$ cat src/rtl/lpstop_pkg.sv
package lpstop_pkg;

    typedef enum logic [1:0] {
        ST_RUN     = 2'd0,
        ST_STOPPED = 2'd1,
        ST_RELOCK  = 2'd2
    } lp_state_t;

    typedef enum logic [1:0] {
        CAUSE_NONE  = 2'b00,
        CAUSE_RESET = 2'b01,
        CAUSE_TRACE = 2'b10,
        CAUSE_IRQ   = 2'b11
    } wake_cause_t;

endpackage

$ cat src/rtl/lpstop_wake_arb.sv
module lpstop_wake_arb
    import lpstop_pkg::*;
#(
    parameter int LVL_W = 3
) (
    input  logic             trace_req,
    input  logic [LVL_W-1:0] irq_level,
    input  logic [LVL_W-1:0] mask_q,
    output logic             wake,
    output wake_cause_t      cause
);
    localparam logic [LVL_W-1:0] LVL_NMI = {LVL_W{1'b1}};

    logic irq_hit;

    always_comb begin
        irq_hit = (irq_level > mask_q) || (irq_level == LVL_NMI);
        wake    = trace_req || irq_hit;
        if (trace_req) begin
            cause = CAUSE_TRACE;
        end else if (irq_hit) begin
            cause = CAUSE_IRQ;
        end else begin
            cause = CAUSE_NONE;
        end
    end

endmodule

$ cat src/rtl/lpstop_relock_timer.sv
module lpstop_relock_timer #(
    parameter int CYCLES = 512
) (
    input  logic clk,
    input  logic rst_n,
    input  logic run,
    output logic done
);
    localparam int CW = (CYCLES > 1) ? $clog2(CYCLES) : 1;
    localparam logic [CW-1:0] LAST = CW'(CYCLES - 1);

    logic [CW-1:0] cnt_q;

    always_ff @(posedge clk or negedge rst_n) begin
        if (!rst_n) begin
            cnt_q <= '0;
        end else if (!run || done) begin
            cnt_q <= '0;
        end else begin
            cnt_q <= cnt_q + 1'b1;
        end
    end

    always_comb begin
        done = run && (cnt_q == LAST);
    end

endmodule

$ cat src/rtl/lpstop_ctrl.sv
module lpstop_ctrl
    import lpstop_pkg::*;
#(
    parameter int RELOCK_CYCLES = 512,
    parameter int LVL_W         = 3
) (
    input  logic             clk,
    input  logic             rst_n,
    input  logic             stop_req,
    input  logic [LVL_W-1:0] stop_mask,
    input  logic             keep_modclk,
    input  logic             keep_clkout,
    input  logic             vco_off,
    input  logic             trace_req,
    input  logic [LVL_W-1:0] irq_level,
    output logic             stop_active,
    output logic             relock_busy,
    output logic             modclk_en,
    output logic             clkout_en,
    output logic             vco_en,
    output logic [1:0]       wake_cause
);
    lp_state_t        state_q, state_d;
    logic [LVL_W-1:0] mask_q;
    logic             keep_mod_q, keep_clk_q, vco_off_q;
    wake_cause_t      cause_q;
    logic             wake;
    wake_cause_t      wake_src;
    logic             relock_done;
    logic             entering;

    lpstop_wake_arb #(.LVL_W(LVL_W)) u_arb (
        .trace_req (trace_req),
        .irq_level (irq_level),
        .mask_q    (mask_q),
        .wake      (wake),
        .cause     (wake_src)
    );

    lpstop_relock_timer #(.CYCLES(RELOCK_CYCLES)) u_timer (
        .clk   (clk),
        .rst_n (rst_n),
        .run   (state_q == ST_RELOCK),
        .done  (relock_done)
    );

    // Next-state logic
    always_comb begin
        state_d = state_q;
        unique case (state_q)
            ST_RUN:     if (stop_req) state_d = ST_STOPPED;
            ST_STOPPED: if (wake) state_d = vco_off_q ? ST_RELOCK : ST_RUN;
            ST_RELOCK:  if (relock_done) state_d = ST_RUN;
            default:    state_d = ST_RUN;
        endcase
    end

    // State register
    always_ff @(posedge clk or negedge rst_n) begin
        if (!rst_n) begin
            state_q <= ST_RUN;
        end else begin
            state_q <= state_d;
        end
    end

    assign entering = (state_q == ST_RUN) && stop_req;

    // Broadcast capture and wake-cause record
    always_ff @(posedge clk or negedge rst_n) begin
        if (!rst_n) begin
            mask_q     <= '0;
            keep_mod_q <= 1'b0;
            keep_clk_q <= 1'b0;
            vco_off_q  <= 1'b0;
            cause_q    <= CAUSE_RESET;
        end else begin
            if (entering) begin
                mask_q     <= stop_mask;
                keep_mod_q <= keep_modclk;
                keep_clk_q <= keep_clkout;
                vco_off_q  <= vco_off;
            end
            if ((state_q == ST_STOPPED) && wake) begin
                cause_q <= wake_src;
            end
        end
    end

    // Output decode
    always_comb begin
        stop_active = 1'b0;
        relock_busy = 1'b0;
        modclk_en   = 1'b1;
        clkout_en   = 1'b1;
        vco_en      = 1'b1;
        unique case (state_q)
            ST_RUN: begin
            end
            ST_STOPPED: begin
                stop_active = 1'b1;
                modclk_en   = keep_mod_q;
                clkout_en   = keep_clk_q;
                vco_en      = !vco_off_q;
            end
            ST_RELOCK: begin
                stop_active = 1'b1;
                relock_busy = 1'b1;
                modclk_en   = keep_mod_q;
                clkout_en   = keep_clk_q;
            end
            default: begin
            end
        endcase
        wake_cause = cause_q;
    end

endmodule

$ cat config.mk
export PLATFORM = sky130hd
export DESIGN_NAME = lpstop_ctrl
export DESIGN_NICKNAME = d
export VERILOG_FILES = /design/src/rtl/lpstop_pkg.sv /design/src/rtl/lpstop_wake_arb.sv /design/src/rtl/lpstop_relock_timer.sv /design/src/rtl/lpstop_ctrl.sv
export SDC_FILE = /design/constraint.sdc
export NUM_CORES = 1
export LEC_CHECK = 0
export BUFFER_PORTS_ARGS = -buffer_cell sky130_fd_sc_hd__buf_2
export CORE_UTILIZATION = 59
export CTS_BUF_LIST = sky130_fd_sc_hd__clkbuf_8
export CTS_CLUSTER_DIAMETER = 120
export DETAILED_ROUTE_END_ITERATION = 10
export PLACE_DENSITY = 0.83
export SYNTH_ARGS = -nofsm -noshare
export SYNTH_HDL_FRONTEND = slang
export SYNTH_SLANG_ARGS = --single-unit
$ cat constraint.sdc
create_clock -name clk -period 3.65 [get_ports clk]
set_input_delay 0.1825 -clock clk [delete_from_list [all_inputs] [get_ports clk]]
set_output_delay 0.1825 -clock clk [all_outputs]
set_load 0.01 [all_outputs]
==> results.json, run 1 <==
{
  "status": "complete, no violations",
  "tritoncts.num_buffers": 3,
  "crit_slowest_cell": "sky130_fd_sc_hd__dfrtp_1",
  "clk_transition_reported_paths_ps": 70,
  "post_layout_nonfiller_instances": 128,
  "worstSkewPairLatency_ps": 260,
  "grt.overflow.total": 0,
  "worstPathRequired_ps": 3800,
  "timing.hold.worst.class": "input pin to flop",
  "grt_usage": 0.229,
  "ant_nets": 0,
  "number_of_clock_sinks": 19,
  "layout_worst_path_cycle_share": 0.501,
  "wirelength_microns": 1750,
  "place.detailed.instances": 123,
  "cp_top_family": "adder cells",
  "critical_path_buf_inv_count": 0,
  "grt_start_max_net_pins": 20,
  "rr_worst_depth": 8,
  "worst_ep_arrival_time_ps": 1980,
  "avgRoutedWirePerCell_microns": 13.7,
  "critical_path.reg2reg.startpoint": "u_timer.cnt_q[0]$_DFF_PN0_",
  "dp.final_hpwl_microns": 1340,
  "route.detailed.drc": 0,
  "die_width_microns": 42.0,
  "routabilityCongestion": 0.768,
  "dpl_worst_slack_ps": 1830,
  "r2r_slack_ps": 1820,
  "hold_slack_ps": 152,
  "syn_nets": 109,
  "endpoint": "state_q[0]$_DFFE_PN0P_",
  "number_of_max_slew_violations_in_the_final_report": 0,
  "synthesis.instances": 88,
  "grt.met2_usage": 0.369,
  "cp_num_cells": 8,
  "grt-busiest-layer": "met2",
  "floorplan.core_area_sq_um": 1510,
  "cts_htree_levels": 1,
  "flow.area_growth_from_synthesis_pct": 18.0,
  "portBuffers": 19,
  "worstSetupEndpointType": "flop",
  "worst_slew_pin_slew_ps": 415,
  "synth.largest_area_cell": "sky130_fd_sc_hd__dfrtp_1",
  "setup.worst_path.start": "u_timer.cnt_q[0]$_DFF_PN0_",
  "timing.final.crit_period_ps": 1830,
  "critical-path-top-cell-by-count": "sky130_fd_sc_hd__ha_1",
  "grt_use_met1": 0.277,
  "fp.dieH_microns": 42.0,
  "setup_slack_ps": 1820,
  "synth-warning-count": 0,
  "grt_first_pass_wirelength_microns": 2990,
  "starting_density": 0.627,
  "via_count": 701,
  "synth_top_flop_cell": "sky130_fd_sc_hd__dfrtp_1",
  "synth_area_leaders": "sky130_fd_sc_hd__dfrtp_1 (48%), sky130_fd_sc_hd__ha_1 (11%), sky130_fd_sc_hd__mux2_2 (8.3%), sky130_fd_sc_hd__a21oi_1 (3.7%), sky130_fd_sc_hd__nor2_1 (3.2%)",
  "io_pins": 20,
  "clk_root_buffer_cell": "sky130_fd_sc_hd__clkbuf_8",
  "buffer_depth_of_the_longest_clock_path": 2,
  "most_common_cell_in_the_netlist": "sky130_fd_sc_hd__dfrtp_1",
  "setup_tns_ps": 0,
  "firstDrtPassIters": 4,
  "clock_tree_from_tritoncts": "yes",
  "yosys.area.top_type_share": 0.477,
  "synth-async-reset-ratio": 1.00,
  "power-per-cell-area_nw_per_um2": 334,
  "post_cts_resize_count": 0,
  "timing.fmax_mhz": 547,
  "synth.cell_area_sq_um": 945,
  "cap_violations": 0,
  "timing_worst_setup_path_type": "flop to flop",
  "synth_enable_flop_cells": 0,
  "cp-start-kind": "flop",
  "antenna-diode-count": 0,
  "finalClockSkew_ps": 5.55,
  "ys_seq_elements": 19,
  "fp.dieArea_sq_um": 1770,
  "num-nets-final": 134,
  "cellLeakagePower_nw": 0.578,
  "synth.distinct_cells": 21,
  "first_iter_violations": 11,
  "slowest_delay_ps": 410,
  "synth_seq_area_share": 0.505,
  "critical_path_peak_fanout": 4,
  "vias_per_cell": 5.48,
  "post_route_cells_drive_above_1_share": 0.277,
  "ir_worst_vdd_mv": 0.284,
  "synth_commonest_cells": "sky130_fd_sc_hd__dfrtp_1 (18), sky130_fd_sc_hd__ha_1 (8), sky130_fd_sc_hd__nor2_1 (8)",
  "number_of_global_route_vias_before_repair": 727,
  "worstPathCellList": "ha_1 -> nand3_1 -> nor2_1 -> ha_1 -> nor2b_1 -> a21oi_1 -> o21ai_1 -> mux2_2",
  "slew_headroom": 0.724,
  "timing.rr.end": "state_q[0]$_DFFE_PN0P_",
  "unrepaired_setup_endpoints_after_global_routing": "false",
  "hold_viol": 0,
  "floorplan.rows": 14,
  "report.final.setup_viol": 0,
  "initial_antenna_violation_count": 0,
  "synth.avg_cell_area_sq_um": 10.7,
  "grt_util_met3": 0.0431
}
-- layout by cell type (no fill, tap or decap), drive strengths merged --
cell	n
a21oi	7
and2	2
and3	2
buf	19
clkbuf	3
dfrtp	18
dfstp	1
dlygate4sd3	1
ha	8
inv	8
mux2	7
mux2i	1
nand2	5
nand2b	3
nand3	5
nand3b	2
nor2	8
nor2b	2
o21ai	4
or3	2
xnor2	1
xor2	3
-- layer usage --
layer	share of wire	vias to the layer above
li1	-	346
met1	0.46	332
met2	0.49	19
met3	0.029	4
met4	0.022	0
met5	0	-
-- stage by stage --
step	area [sq um]	total power [mW]	util
2_1_floorplan	945	0.220	-
3_3_place_gp	1060	0.231	0.703
3_5_place_dp	1060	0.232	0.703
4_1_cts	1110	0.375	0.740
5_1_grt	1110	0.387	0.740
6_report	1110	0.372	0.740
-- how the worst min path moves through the flow --
stage / start / cells past startpoint / to / slack (ps)
after floorplan: rst_n / 0 / keep_clk_q$_DFFE_PN0P_ / -110
after global placement: rst_n / 1 / wake_cause[1]$_DFFE_PN0P_ / 130
after detailed placement: rst_n / 1 / u_timer.cnt_q[8]$_DFF_PN0_ / 140
after CTS: stop_mask[1] / 2 / mask_q[1]$_DFFE_PN0P_ / 150
after global routing: stop_mask[1] / 2 / mask_q[1]$_DFFE_PN0P_ / 140
final: stop_mask[1] / 2 / mask_q[1]$_DFFE_PN0P_ / 150
-- worst register-to-register path, delay by kind of cell (launching register included) --
family	cells	cell delay (ps)
AOI/OAI and AO/OA	2	210
muxes	1	360
adders and majority gates	2	440
DFF	1	410
and+or+nand+nor	3	310
-- area by class of cell --
| class | instances | area, sq um |
|---|---|---|
| flip-flops and latches | 19 | 477 |
| multi-input cells | 62 | 442 |
| fillers | 114 | 392 |
| repair buffers | 20 | 105 |
| clock buffers | 3 | 41.3 |
| inverters | 7 | 26.3 |
| well taps | 16 | 20.0 |
| clock inverters | 1 | 3.75 |
-- sequential cells by signal, indices dropped and copies added (netlist names) --
name,count
keep_mod_q,1
mask_q,3
state_q,2
vco_off_q,1
keep_clk_q,1
wake_cause,2
u_timer.cnt_q,9
-- timing repair --
action,in CTS,in global routing
hold buffers,1,0
buffers inserted,0,0
hold endpoints to repair,18,0
-- report_power, final --
group	switching (mW)	internal [mW]	leakage, nW
combinational	0.0102	0.00813	0.309
sequential	0.0000175	0.211	0.242
clock	0.0688	0.0748	0.0269
-- cells by family (layout without fill, tap and decap cells) --
family | count (synthesis) | in the layout | synth area share
XOR/XNOR | 4 | 4 | 0.0371
multiplexers | 8 | 8 | 0.0940
adder cells (fa/ha/maj) | 8 | 8 | 0.106
buffers and inverters | 7 | 31 | 0.0278
AO/OA/AOI/OAI | 11 | 11 | 0.0583
AND/OR/NAND/NOR | 31 | 31 | 0.172
flip-flops | 19 | 19 | 0.505
Note: power is estimated with default switching activity, not from simulation.
==> run 2: changes to the inputs <==
CORE_UTILIZATION = 55   (was 59)
PLACE_DENSITY = 0.78   (was 0.83)
clock period = 1.8 ns   (was 3.65 ns; I/O delays follow)
==> run 2 against run 1 <==
Effect of this change:
- critical endpoint unchanged
- the run now ends with DRC left
- sequential power rose by 100%
- clock power rose by 100%
- largest power group unchanged
- fmax rose by 7.7%
- hold slack got worse by 91 ps
==> results.json, run 2 (synthesized netlist as in run 1, its figures left out) <==
{
  "routabilityCongestion": 0.783,
  "number_of_max_slew_violations_in_the_final_report": 0,
  "rr_worst_depth": 8,
  "timing.hold.worst.class": "input pin to flop",
  "setup_tns_ps": 0,
  "die_width_microns": 43.4,
  "whs_path_depth": 2,
  "timing.fmax_mhz": 589,
  "timing.final.crit_period_ps": 1700,
  "r2r_slack_ps": 100,
  "worst_ep_arrival_time_ps": 1850,
  "initial_antenna_violation_count": 0,
  "setup_slack_ps": 102,
  "p_switching_mw": 0.164,
  "layout.core_utilization": 0.734,
  "ir_worst_vdd_mv": 0.565,
  "share_comb_of_total_power": 0.051,
  "clock_power_share": 0.387,
  "power.internal_mw": 0.595,
  "flow.area_growth_from_synthesis_pct": 21.1,
  "clk_transition_reported_paths_ps": 70,
  "hold_viol": 0,
  "clock_tree_from_tritoncts": "yes",
  "first_iter_violations": 23,
  "worst_hold_startpoint": "stop_mask[2]",
  "worstSetupEndpointType": "flop",
  "fillCellCount": 112,
  "slew_headroom": 0.721,
  "route.detailed.drc": 5,
  "starting_density": 0.606,
  "largest_register_ffs": 9,
  "grt_first_pass_wirelength_microns": 3280,
  "antenna-diode-count": 0,
  "fp.dieH_microns": 43.4,
  "buffer_depth_of_the_longest_clock_path": 2,
  "fp.dieArea_sq_um": 1890,
  "layout_worst_path_cycle_share": 0.943,
  "finalClockSkew_ps": 1.89,
  "post_route_cells_drive_above_1_share": 0.313,
  "cap_violations": 0,
  "critical_path_peak_fanout": 3,
  "hold_end": "mask_q[2]$_DFFE_PN0P_",
  "avgRoutedWirePerCell_microns": 14.3,
  "worstPathRequired_ps": 1950,
  "clk_root_buffer_cell": "sky130_fd_sc_hd__clkbuf_8",
  "ant_nets": 0,
  "grt.overflow.total": 0,
  "worst_slew_pin_slew_ps": 419,
  "dp.final_hpwl_microns": 1370,
  "wirelength_microns": 1870,
  "seq_power_share": 0.562,
  "floorplan.core_area_sq_um": 1560,
  "most-common-layout-cells": "sky130_fd_sc_hd__buf_2 (19), sky130_fd_sc_hd__dfrtp_1 (18), sky130_fd_sc_hd__inv_1 (8), sky130_fd_sc_hd__nor2_1 (8), sky130_fd_sc_hd__ha_1 (8)",
  "num-nets-final": 137,
  "critical_path.reg2reg.startpoint": "u_timer.cnt_q[0]$_DFF_PN0_",
  "dpl_worst_slack_ps": -7.29,
  "power-per-cell-area_nw_per_um2": 664,
  "grt_usage": 0.245,
  "io_pins": 20,
  "timing_worst_setup_path_type": "flop to flop",
  "regMostFlops": "u_timer.cnt_q",
  "timing.rr.end": "state_q[0]$_DFFE_PN0P_",
  "cp-start-kind": "flop",
  "largest_registers": "u_timer.cnt_q: 9 flops, mask_q: 3 flops",
  "portBuffers": 19,
  "cellLeakagePower_nw": 0.596,
  "grt_start_max_net_pins": 20,
  "failed_checks": "DRC",
  "vias_per_cell": 5.41,
  "worstSkewPairLatency_ps": 260,
  "cts_htree_levels": 1,
  "firstDrtPassIters": 7,
  "number_of_clock_sinks": 19,
  "floorplan.rows": 14,
  "report.final.setup_viol": 0,
  "number_of_global_route_vias_before_repair": 767,
  "tritoncts.num_buffers": 3,
  "most_common_library_cell_in_the_layout_ignoring_fill_and_taps": "sky130_fd_sc_hd__buf_2",
  "sw_frac_of_total": 0.216,
  "status": "finished, violations left",
  "via_count": 709
}
==> run 2: through the flow <==
stage / power [mW] / hold WS, ps / std cells / cell area (sq um)
after floorplan: 0.445 / -206 / 88 / 945
after global placement: 0.469 / 45.3 / 125 / 1070
after detailed placement: 0.471 / 49.1 / 125 / 1070
after CTS: 0.766 / 56.5 / 130 / 1130
after global routing: 0.782 / 63.7 / 131 / 1140
final: 0.759 / 60.2 / 131 / 1140
==> run 2: power by group through the flow <==
| stage | Clock [mW] | Sequential, mW | Combinational [mW] |
|---|---|---|---|
| detailed placement | 0 | 0.435 | 0.0361 |
| global route | 0.311 | 0.427 | 0.0443 |
| CTS | 0.301 | 0.427 | 0.0386 |
| finish | 0.294 | 0.427 | 0.0384 |
| global placement | 0 | 0.435 | 0.0336 |
| floorplan | 0 | 0.435 | 0.0103 |
==> run 2: how the worst max path moves through the flow <==
stage	start	endpoint	slack, ps	cells after the start
floorplan	u_timer.cnt_q[0]$_DFF_PN0_	state_q[0]$_DFFE_PN0P_	100	8
detailed placement	u_timer.cnt_q[0]$_DFF_PN0_	state_q[0]$_DFFE_PN0P_	-7	8
global route	u_timer.cnt_q[0]$_DFF_PN0_	state_q[0]$_DFFE_PN0P_	-20	8
CTS	u_timer.cnt_q[0]$_DFF_PN0_	state_q[0]$_DFFE_PN0P_	20	8
finish	u_timer.cnt_q[0]$_DFF_PN0_	state_q[0]$_DFFE_PN0P_	100	8
global placement	u_timer.cnt_q[0]$_DFF_PN0_	state_q[0]$_DFFE_PN0P_	120	8
==> run 2: worst max-delay path, stage by stage (launching register included) <==
cell and delay [ps]:
sky130_fd_sc_hd__dfrtp_1 400, sky130_fd_sc_hd__ha_1 220, sky130_fd_sc_hd__nand3_1 80, sky130_fd_sc_hd__nor2_1 40, sky130_fd_sc_hd__ha_1 200, sky130_fd_sc_hd__nor2b_2 140
sky130_fd_sc_hd__a21oi_1 60, sky130_fd_sc_hd__o21ai_2 90, sky130_fd_sc_hd__mux2_2 350
==> run 2: layer usage <==
layer	vias up	GRT usage	part of all wire
met1	333	0.311	0.44
met3	7	0.0125	0.031
met2	20	0.397	0.50
met4	0	0.181	0.033
met5	-	0	0
li1	349	-	-
==> run 2: final cells by class <==
| class | count | area, sq um | share of cell area |
|---|---|---|---|
| Clock buffer | 3 | 41.3 | 0.0361 |
| Clock inverter | 1 | 3.75 | 0.00328 |
| Inverter | 7 | 26.3 | 0.0230 |
| Multi-Input combinational cell | 62 | 448 | 0.392 |
| Sequential cell | 19 | 477 | 0.417 |
| Tap cell | 16 | 20.0 | 0.0175 |
| Timing Repair Buffer | 23 | 128 | 0.112 |
==> run 2: what timing repair did <==
| action | CTS | global route |
|---|---|---|
| buffers inserted | 0 | 1 |
| hold buffers | 1 | 0 |
| gates resized for setup | 1 | 1 |
| setup endpoints to repair | 1 | 1 |
| endpoints found under the hold margin | 18 | 0 |
==> run 3: changes to the inputs <==
CORE_UTILIZATION = 52   (was 55)
PLACE_DENSITY = 0.75   (was 0.78)
==> run 3 against run 2 <==
Effect of this change:
- the run now ends clean
- first-iteration DRC count decreased by 70%
- global-route usage down 3.3 points
- register-to-register slack worse by 20 ps
- clock power shrank 2%
- count of clock-buffer cells in the layout did not move
- cell count up 6.1%
==> results.json, run 3 (synthesized netlist as in run 1, its figures left out) <==
{
  "post_route_cells_drive_above_1_share": 0.307,
  "vias_per_cell": 4.89,
  "io_pins": 20,
  "fp.dieH_microns": 44.6,
  "grt_start_max_net_pins": 20,
  "unrepaired_setup_endpoints_after_global_routing": "false",
  "critical-path-top-cell-by-count": "sky130_fd_sc_hd__ha_1",
  "grt.overflow.total": 0,
  "routabilityCongestion": 0.750,
  "hold_slack_ps": 59.9,
  "flow.area_growth_from_synthesis_pct": 21.5,
  "timing_worst_setup_path_type": "flop to flop",
  "most_common_library_cell_in_the_layout_ignoring_fill_and_taps": "sky130_fd_sc_hd__buf_2",
  "number_of_max_slew_violations_in_the_final_report": 0,
  "route.detailed.drc": 0,
  "num-nets-final": 136,
  "slew_headroom": 0.726,
  "worstPathCellList": "ha_1 -> nand3_1 -> nor2_1 -> ha_1 -> nor2b_2 -> a21oi_1 -> o21ai_2 -> mux2_2",
  "cp-start-kind": "flop",
  "worstSetupEndpointType": "flop",
  "clk_transition_reported_paths_ps": 70,
  "layout_worst_path_cycle_share": 0.952,
  "largest_registers": "u_timer.cnt_q: 9 flops, mask_q: 3 flops",
  "worst_slew_pin_slew_ps": 410,
  "worstPathRequired_ps": 1940,
  "timing.fmax_mhz": 583,
  "slowest_delay_ps": 410,
  "fp.dieArea_sq_um": 1990,
  "first_iter_violations": 7,
  "fillCellCount": 150,
  "buffer_depth_of_the_longest_clock_path": 2,
  "timing.final.crit_period_ps": 1710,
  "grt_usage": 0.212,
  "avgRoutedWirePerCell_microns": 12.2,
  "initial_antenna_violation_count": 0,
  "place.detailed.instances": 134,
  "timing.hold.worst.class": "input pin to flop",
  "dpl_worst_slack_ps": -8.76,
  "firstDrtPassIters": 2,
  "ir_worst_vdd_mv": 0.572,
  "p_switching_mw": 0.157,
  "clk_root_buffer_cell": "sky130_fd_sc_hd__clkbuf_8",
  "share_comb_of_total_power": 0.047,
  "floorplan.rows": 15,
  "starting_density": 0.553,
  "worstSkewPairLatency_ps": 260,
  "wirelength_microns": 1690,
  "status": "complete, no violations",
  "clock_power_share": 0.384,
  "setup_slack_ps": 86.0,
  "power.internal_mw": 0.595,
  "layout.core_utilization": 0.672,
  "number_of_clock_sinks": 19,
  "setup_tns_ps": 0,
  "critical_path_peak_fanout": 3,
  "post_layout_nonfiller_instances": 139,
  "power-per-cell-area_nw_per_um2": 655,
  "report.final.setup_viol": 0,
  "sw_frac_of_total": 0.208,
  "tritoncts.num_buffers": 3,
  "seq_power_share": 0.568,
  "floorplan.core_area_sq_um": 1710,
  "hold_viol": 0,
  "dpl-instance-area_sq_um": 1090,
  "cap_violations": 0,
  "grt_first_pass_wirelength_microns": 2960,
  "ant_nets": 0,
  "via_count": 680,
  "cellLeakagePower_nw": 0.592,
  "clock_tree_from_tritoncts": "yes",
  "finish.instance_area_sq_um": 1150,
  "most-common-layout-cells": "sky130_fd_sc_hd__buf_2 (19), sky130_fd_sc_hd__dfrtp_1 (18), sky130_fd_sc_hd__inv_1 (8), sky130_fd_sc_hd__nor2_1 (8), sky130_fd_sc_hd__ha_1 (8)",
  "dp.final_hpwl_microns": 1300,
  "crit_slowest_cell": "sky130_fd_sc_hd__dfrtp_1",
  "regMostFlops": "u_timer.cnt_q",
  "largest_register_ffs": 9,
  "worst_ep_arrival_time_ps": 1860,
  "die_width_microns": 44.6,
  "portBuffers": 19,
  "finalClockSkew_ps": 2.03,
  "antenna-diode-count": 0,
  "cts_htree_levels": 1,
  "number_of_global_route_vias_before_repair": 702,
  "p_total_mw": 0.752
}
==> run 3: repair_timing <==
action | 4_1_cts | 5_1_grt
endpoints found under the hold margin | 18 | 0
resized for setup | 1 | 1
buffers inserted | 0 | 0
hold buffers | 1 | 0
setup endpoints to repair | 1 | 1
==> run 3: power by group through the flow <==
stage / clock (mW) / sequential [mW] / combinational (mW)
global placement: 0 / 0.435 / 0.0335
global route: 0.316 / 0.427 / 0.0423
CTS: 0.299 / 0.427 / 0.0364
finish: 0.289 / 0.427 / 0.0356
floorplan: 0 / 0.435 / 0.0103
detailed placement: 0 / 0.435 / 0.0347
==> run 3: final timing paths <==
| kind | from | to | slack (ps) | depth (start not counted) |
|---|---|---|---|---|
| min reg2reg | wake_cause[0]$_DFFE_PN1P_ | wake_cause[0]$_DFFE_PN1P_ | 470 | 2 |
| max | u_timer.cnt_q[0]$_DFF_PN0_ | state_q[0]$_DFFE_PN0P_ | 90 | 8 |
| min in group asynchronous | rst_n | wake_cause[1]$_DFFE_PN0P_ | 300 | 2 |
| min | stop_mask[1] | mask_q[1]$_DFFE_PN0P_ | 60 | 2 |
| max reg2reg | u_timer.cnt_q[0]$_DFF_PN0_ | state_q[0]$_DFFE_PN0P_ | 90 | 8 |
| max in group asynchronous | rst_n | wake_cause[0]$_DFFE_PN1P_ | 1180 | 2 |
==> run 3: routing by layer <==
metal,wire (microns),global-route usage,part of all wire
met1,763,0.265,0.45
met2,828,0.338,0.49
met3,64,0.0531,0.038
met4,32,0.109,0.019
met5,0,0,0
==> run 3: worst max-delay path: cells and delay by family, from the launching register on <==
family | cells | cell delay [ps]
flops | 1 | 410
compound gates | 2 | 160
mux | 1 | 350
simple gates | 3 | 260
fa+ha+maj | 2 | 410
==> run 3: layout make-up <==
cell class	count	area (sq um)	area share
Inverter	7	26.3	0.0229
Sequential cell	19	477	0.415
Multi-Input combinational cell	62	448	0.390
Timing Repair Buffer	22	120	0.105
Clock inverter	1	3.75	0.00327
Clock buffer	3	41.3	0.0360
Tap cell	25	31.3	0.0273
